[src/rtl/cc_alu_pkg.sv]
package cc_alu_pkg;

  typedef enum logic [2:0] {
    OP_AND   = 3'd0,
    OP_OR    = 3'd1,
    OP_NOR   = 3'd2,
    OP_ADD   = 3'd3,
    OP_SRL   = 3'd4,
    OP_SRA   = 3'd5,
    OP_SETHI = 3'd6,
    OP_RSVD  = 3'd7
  } alu_op_e;

  typedef struct packed {
    logic n;
    logic z;
    logic v;
    logic c;
  } cc_t;

endpackage

[src/rtl/cc_alu_opnd.sv]
// Second-operand select: register value or widened signed immediate.
module cc_alu_opnd #(
  parameter int DATA_W = 32,
  parameter int IMM_W  = 13
) (
  input  logic [DATA_W-1:0] reg_val,
  input  logic [IMM_W-1:0]  imm,
  input  logic              use_imm,
  output logic [DATA_W-1:0] opnd
);
  localparam int EXT_W = DATA_W - IMM_W;

  logic [DATA_W-1:0] widened;

  assign widened = {{EXT_W{imm[IMM_W-1]}}, imm};
  assign opnd    = use_imm ? widened : reg_val;
endmodule

[src/rtl/cc_alu_add.sv]
// Two's complement adder with carry out and signed overflow.
module cc_alu_add #(
  parameter int DATA_W = 32
) (
  input  logic [DATA_W-1:0] x,
  input  logic [DATA_W-1:0] y,
  output logic [DATA_W-1:0] sum,
  output logic              carry,
  output logic              ovf
);
  localparam int MSB = DATA_W - 1;

  logic [DATA_W:0] wide;

  assign wide  = {1'b0, x} + {1'b0, y};
  assign sum   = wide[MSB:0];
  assign carry = wide[DATA_W];
  assign ovf   = (x[MSB] == y[MSB]) & (sum[MSB] ^ x[MSB]);
endmodule

[src/rtl/cc_alu_shift.sv]
// Logarithmic right shifter; fill is zero or the sign bit.
module cc_alu_shift #(
  parameter int DATA_W = 32,
  parameter int SH_W   = $clog2(DATA_W)
) (
  input  logic [DATA_W-1:0] din,
  input  logic [SH_W-1:0]   amt,
  input  logic              arith,
  output logic [DATA_W-1:0] dout
);
  logic              fill;
  logic [DATA_W-1:0] stage [SH_W+1];

  assign fill     = arith & din[DATA_W-1];
  assign stage[0] = din;

  for (genvar s = 0; s < SH_W; s++) begin : g_stage
    localparam int DIST = 1 << s;
    assign stage[s+1] = amt[s] ? {{DIST{fill}}, stage[s][DATA_W-1:DIST]}
                               : stage[s];
  end

  assign dout = stage[SH_W];
endmodule

[src/rtl/cc_alu.sv]
module cc_alu
  import cc_alu_pkg::*;
#(
  parameter int DATA_W = 32,
  parameter int IMM_W  = 13,
  parameter int HI_W   = 22
) (
  input  logic              clk,
  input  logic              rst_n,
  input  logic [2:0]        op_sel,
  input  logic              set_cc,
  input  logic              cc_en,
  input  logic [DATA_W-1:0] a_in,
  input  logic [DATA_W-1:0] b_reg,
  input  logic              imm_sel,
  input  logic [IMM_W-1:0]  imm13,
  input  logic [HI_W-1:0]   hi_const,
  output logic [DATA_W-1:0] result,
  output logic              flag_n,
  output logic              flag_z,
  output logic              flag_v,
  output logic              flag_c
);
  localparam int SH_W = $clog2(DATA_W);
  localparam int LO_W = DATA_W - HI_W;
  localparam int MSB  = DATA_W - 1;

  // Reset: asserted asynchronously, released on the second clock edge.
  logic [1:0] rst_pipe;
  logic       rst_q;

  always_ff @(posedge clk or negedge rst_n) begin
    if (!rst_n) rst_pipe <= '0;
    else        rst_pipe <= {rst_pipe[0], 1'b1};
  end
  assign rst_q = rst_pipe[1];

  alu_op_e op;
  assign op = alu_op_e'(op_sel);

  logic [DATA_W-1:0] opb;
  logic [DATA_W-1:0] add_sum;
  logic              add_c;
  logic              add_v;
  logic [DATA_W-1:0] shr_out;

  cc_alu_opnd #(.DATA_W(DATA_W), .IMM_W(IMM_W)) u_opnd (
    .reg_val (b_reg),
    .imm     (imm13),
    .use_imm (imm_sel),
    .opnd    (opb)
  );

  cc_alu_add #(.DATA_W(DATA_W)) u_add (
    .x     (a_in),
    .y     (opb),
    .sum   (add_sum),
    .carry (add_c),
    .ovf   (add_v)
  );

  cc_alu_shift #(.DATA_W(DATA_W), .SH_W(SH_W)) u_shift (
    .din   (a_in),
    .amt   (opb[SH_W-1:0]),
    .arith (op == OP_SRA),
    .dout  (shr_out)
  );

  // Result select.
  logic [DATA_W-1:0] res_c;

  always_comb begin
    unique case (op)
      OP_AND:   res_c = a_in & opb;
      OP_OR:    res_c = a_in | opb;
      OP_NOR:   res_c = ~(a_in | opb);
      OP_ADD:   res_c = add_sum;
      OP_SRL,
      OP_SRA:   res_c = shr_out;
      OP_SETHI: res_c = {hi_const, {LO_W{1'b0}}};
      default:  res_c = '0;
    endcase
  end

  assign result = res_c;

  // Flag next-state and register.
  logic cc_upd;
  cc_t  cc_q;
  cc_t  cc_nxt;

  assign cc_upd = set_cc & cc_en &
                  ((op == OP_AND) | (op == OP_OR) | (op == OP_NOR) | (op == OP_ADD));

  always_comb begin
    cc_nxt.n = res_c[MSB];
    cc_nxt.z = ~|res_c;
    cc_nxt.v = (op == OP_ADD) & add_v;
    cc_nxt.c = (op == OP_ADD) & add_c;
  end

  always_ff @(posedge clk or negedge rst_q) begin
    if (!rst_q)      cc_q <= '0;
    else if (cc_upd) cc_q <= cc_nxt;
  end

  assign flag_n = cc_q.n;
  assign flag_z = cc_q.z;
  assign flag_v = cc_q.v;
  assign flag_c = cc_q.c;
endmodule

[config.mk]
export PLATFORM = sky130hd
export DESIGN_NAME = cc_alu
export DESIGN_NICKNAME = d
export VERILOG_FILES = /design/src/rtl/cc_alu_pkg.sv /design/src/rtl/cc_alu_opnd.sv /design/src/rtl/cc_alu_add.sv /design/src/rtl/cc_alu_shift.sv /design/src/rtl/cc_alu.sv
export SDC_FILE = /design/constraint.sdc
export NUM_CORES = 1
export LEC_CHECK = 0
export BUFFER_PORTS_ARGS = -buffer_cell sky130_fd_sc_hd__clkbuf_2
export CORE_AREA = 2 2 115 117
export CTS_BUF_LIST = sky130_fd_sc_hd__clkbuf_8
export DETAILED_ROUTE_END_ITERATION = 16
export DIE_AREA = 0 0 117 119
export PLACE_DENSITY = 0.79
export SKIP_CTS_REPAIR_TIMING = 1
export SYNTH_ARGS = -nofsm -noshare
export SYNTH_HDL_FRONTEND = slang
export SYNTH_HIERARCHICAL = 1
export SYNTH_SLANG_ARGS = --single-unit
[constraint.sdc]
create_clock -name clk -period 6.7 [get_ports clk]
set_input_delay 2.01 -clock clk [delete_from_list [all_inputs] [get_ports clk]]
set_output_delay 2.01 -clock clk [all_outputs]
set_load 0.03 [all_outputs]
======== Yosys cells after proc, flatten, opt, wreduce, memory -nomap -nowiden ========
Cells that the tools add are included.
word-level totals
  ROM bits ................................ 0
  bits in writable memories ............... 0
  input bits .............................. 107
  output and inout port bits .............. 36
  register bits after elaboration ......... 6
  memories kept ........................... 0
  latch bits .............................. 0
operators by class
  muxes and demuxes ....................... 7
  shift operators ......................... 0
  div/mod/pow operators ................... 0
  add/subtract/negate cells ............... 1
  order comparisons ....................... 0
  reduce and logical (&&, ||, !) cells .... 4
  bitwise logic cells ..................... 13
  multiply operators ...................... 0
  eq/ne operators ......................... 7
operator list
  cell                                            count
  two-way mux 32 bit                              6
  case mux 32 bit (6 select lines)                1
  adder 32 x 32 -> 33 bit                         1
  AND 32 bit                                      1
  inverter 32 bit                                 1
  bitwise OR 32 bit                               1
  OR reduction 32 bit                             1
  == test 3 bit (second input constant)           3
  AND 1 bit                                       6
  == test 3 x 2 -> 1 bit (second input constant)  2
  == test 3 x 1 -> 1 bit (second input constant)  1
  logical NOT 3 bit                               1
  bitwise OR 1 bit                                3
  OR reduction 2 bit                              1
  == test 1 bit                                   1
  logical NOT 1 bit                               1
  XOR 1 bit                                       1

======== Depth between registers and ports, before layout ========
  depth in word-level cells ............... 10
  gate-level depth with buffers ........... 18
  gate-level depth less buffers ........... 16

======== Modules after synthesis ========
Netlist, hierarchy kept.
by module, submodules not included
  module        area an instance (um^2)  times used  cells each
  cc_alu_shift  2267.2                   1           242
  cc_alu        1981.9                   1           305
  cc_alu_add    1730.4                   1           241
  cc_alu_opnd   551.8                    1           38

======== Worst setup path before layout ========
No wires, ideal clock.
  path type ............................... input -> output
  start ................................... in imm_sel
  end ..................................... out result[18]
  path slack .............................. -0.684 ns
  data required time ...................... 4.690 ns
  arrival time ............................ 5.374 ns
  stages on the path ...................... 16
  cell sequence ........................... buf_6 buf_12 mux2_4 ha_1 fa_1 a21o_1 a221oi_2 o21ai_2 a41oi_2 o21a_2 xnor2_1 nand2b_1 a31oi_1 a21oi_1 a21oi_1 a41oi_1
on the way
  elaborated cells on any way between the ends .. 11
RTL lines
  element                           RTL line           RTL
  start: declaration                cc_alu.sv:15       input logic imm_sel,
  two-way mux 32 bit                cc_alu_opnd.sv:16  assign opnd = use_imm ? widened : reg_val;
  named net opb[0]                  cc_alu.sv:41       logic [DATA_W-1:0] opb;
  adder 32 x 32 -> 33 bit           cc_alu_add.sv:15   assign wide = {1'b0, x} + {1'b0, y};
  named net add_sum[18]             cc_alu.sv:42       logic [DATA_W-1:0] add_sum;
  case mux 32 bit (6 select lines)  cc_alu.sv:73       unique case (op)
  end: declaration                  cc_alu.sv:18       output logic [DATA_W-1:0] result,
The timed path passes the listed nets, and every way through them passes these cells.

======== Worst setup path in the final report ========
Ends and elaborated chain as after synthesis.

==> results by group <==
Clock tree
  • CTS sink count: 6
  • CTS tree: yes
  • Clk Latency, worst-skew pair: 0.22 ns
  • CTS root buffer: clkbuf_8
  • Clk slew on worst S/H paths: 0.04 ns
  • Num CTS Buffers: 3
  • H-Tree Depth: 1
  • CTS max path bufs: 2

Power and ir drop
  • VDD IR max: 0.0803 mV
  • Leak: 4.16 nW
  • Tot Pwr: 0.00127 W
  • Pwr dens: 134 nW/µm²

Synthesis
  • Largest area contributor in the netlist: mux4_2
  • Ranking of synthesized cells by area: mux4_2 13%, mux2_4 6.9%, ha_1 6.1%
  • Mapped Nets: 966
  • Post-synthesis sequential area ratio: 0.0230
  • Most used DFF post-synth: dfrtp_1
  • Post-synth ARST share: 1.00
  • Mapped Cells: 826
  • Syn. warnings: 6
  • Synth top area share: 0.134
  • Yosys reg bits: 6
  • Post-synth EDFFs: 0
  • Post-synthesis cell area: 6530 µm²
  • Count of cell types in the netlist: 92
  • Syn avg cell area: 7.91 µm²

GRT
  • Pin count of the biggest net entering global routing: 68
  • Grt ovf: 0
  • Global-route wire length before repair: 43.1 mm
  • Antenna violations before repair: 0
  • Vias in the first global route: 8126
  • GR Util All Layers: 0.393

Route
  • Post-route ant nets: 0
  • DR vias/cell: 6.92
  • WL final: 30.1 mm
  • TritonRoute pass-1 iters: 7
  • DRC Markers: 0
  • Via count: 9055
  • DR WL/cell: 23.0 µm
  • Initial DRC count: 1891

Status
  • Failing checks: setup timing
  • Status: finished with violations

Worst setup path
  • Critical path arrival: 5.12 ns
  • Worst-path maximum fanout: 4
  • Setup crit start kind: primary input
  • Worst setup EP type: primary output
  • CP required: 4.69 ns
  • Crit path kind: in -> out

Flow run
  • # Max-Cap Violations: 0

Timing
  • Worst Slack Setup Final: -0.430 ns
  • Hold Vio Cnt, Final: 0
  • Pin slew with the least headroom to its limit: 0.714 ns
  • Final number of setup-violating endpoints: 28
  • Fmax: 140 MHz
  • Worst clock skew: 0.00241 ns
  • Final Cycle Share: 1.06
  • Max Slew Vio Count: 0
  • RSZ-0062 raised after global routing: yes
  • Hold slack: 0.0571 ns
  • Fin crit period: 7.13 ns
  • Worst slew margin: 0.524

Floorplan
  • FP Rows: 42
  • Top-Level Pins: 143
  • Placeable Area: 12900 µm²
  • DIE AREA: 13900 µm²
  • Chip Height: 119 µm
  • Initial Util: 0.507
  • Die X: 117 µm

Place
  • Count of input and output buffers: 142
  • Final Wtd Congestion: 1.04
  • HPWL Detailed: 22.6 mm

Min path
  • Worst Hold Class: reg -> async

Finish
  • Layout Nets: 1275
  • Ant diodes: 0
  • Layout cells sized above 1: 0.503
  • Area delta synth->final: 45.5%
==> Yosys cell counts (16+ instances only) <==
master,instances
a21oi_1,76
buf_2,23
ha_1,32
mux2_4,30
mux2i_1,19
mux4_2,39
nand2_1,75
nand3_1,16
nor2_1,53
nor3_1,31
o21ai_0,55
xnor2_1,16
==> cells in the final DEF (no fill, tap or decap), types with 15 or more instances in the layout <==
cell,count
mux2i_1,19
buf_6,19
buf_4,224
clkbuf_2,123
ha_1,17
nand2_1,71
mux4_2,39
o21ai_0,47
a21oi_2,22
nor2_1,51
mux2_4,30
a21oi_1,56
nor3_1,30
mux2_2,15
==> final cells by class <==
class	instances	area (µm²)
Multi-Input combinational cell	735	6390
Fill cell	958	3370
Timing Repair Buffer	373	2630
Tap cell	176	220
Sequential cell	6	150
Inverter	16	63.8
Clock buffer	3	41.3
==> final timing paths <==
kind                              from     endpoint  slack [ns]  cells past startpoint
max                            imm_sel   result[18]       -0.43                     16
min                        rst_pipe[1]       flag_n        0.06                      0
max reg2reg                     flag_n       flag_n        5.95                      1
min reg2reg                rst_pipe[1]       flag_n        0.06                      0
max in group asynchronous        rst_n  rst_pipe[1]        5.04                      1
min in group clk           rst_pipe[0]  rst_pipe[1]        0.36                      0
==> power by group <==
part           internal, W  switching, W
Combinational     0.000545      0.000627
Clock            0.0000386     0.0000157
Sequential       0.0000396    0.00000205
Total             0.000623      0.000645
==> kinds of logic after synthesis <==
kind of cell               synth area share
adders and majority gates            0.0690
buffers and inverters                0.0814
other                              0.000574
xor gates and xnor gates             0.0416
DFF                                  0.0230
and+or+nand+nor                       0.188
AOI/OAI and AO/OA                     0.339
muxes                                 0.258
==> flip-flops by register name, summed over array words and instances (netlist names) <==
signal    cells
rst_pipe      2
flag_n        1
flag_z        1
flag_c        1
flag_v        1
==> metal layers <==
metal	share of wire	routed length, µm	GRT usage
met2	0.44	13400	0.602
met1	0.37	11000	0.547
met3	0.13	3850	0.0718
met5	0	0	0
met4	0.062	1870	0.146
==> worst max-delay path, cell delays in order <==
cell,delay [ns]
buf_12,0.12
buf_8,0.12
mux2_4,0.32
fa_2,0.39
a21o_1,0.23
a221oi_4,0.32
o21ai_2,0.14
a41oi_2,0.26
o21a_2,0.19
xnor2_2,0.11
nand2b_1,0.12
a31oi_1,0.08
a21oi_1,0.13
a21oi_1,0.07
a41oi_2,0.31
buf_6,0.18
==> through the flow <==
stage | util | cell area, µm² | setup WS, ns | setup TNS [ns] | instances
6_report | 0.738 | 9500 | -0.430 | -6.68 | 1309
5_1_grt | 0.738 | 9500 | -0.480 | -8.28 | 1309
3_3_place_gp | 0.676 | 8700 | -0.456 | -8.64 | 1293
4_1_cts | 0.679 | 8740 | -0.520 | -10.15 | 1296
3_5_place_dp | 0.676 | 8700 | -0.517 | -9.79 | 1293
2_1_floorplan | - | 6610 | -0.308 | -0.748 | 826
(Power assumes the default switching activity.)
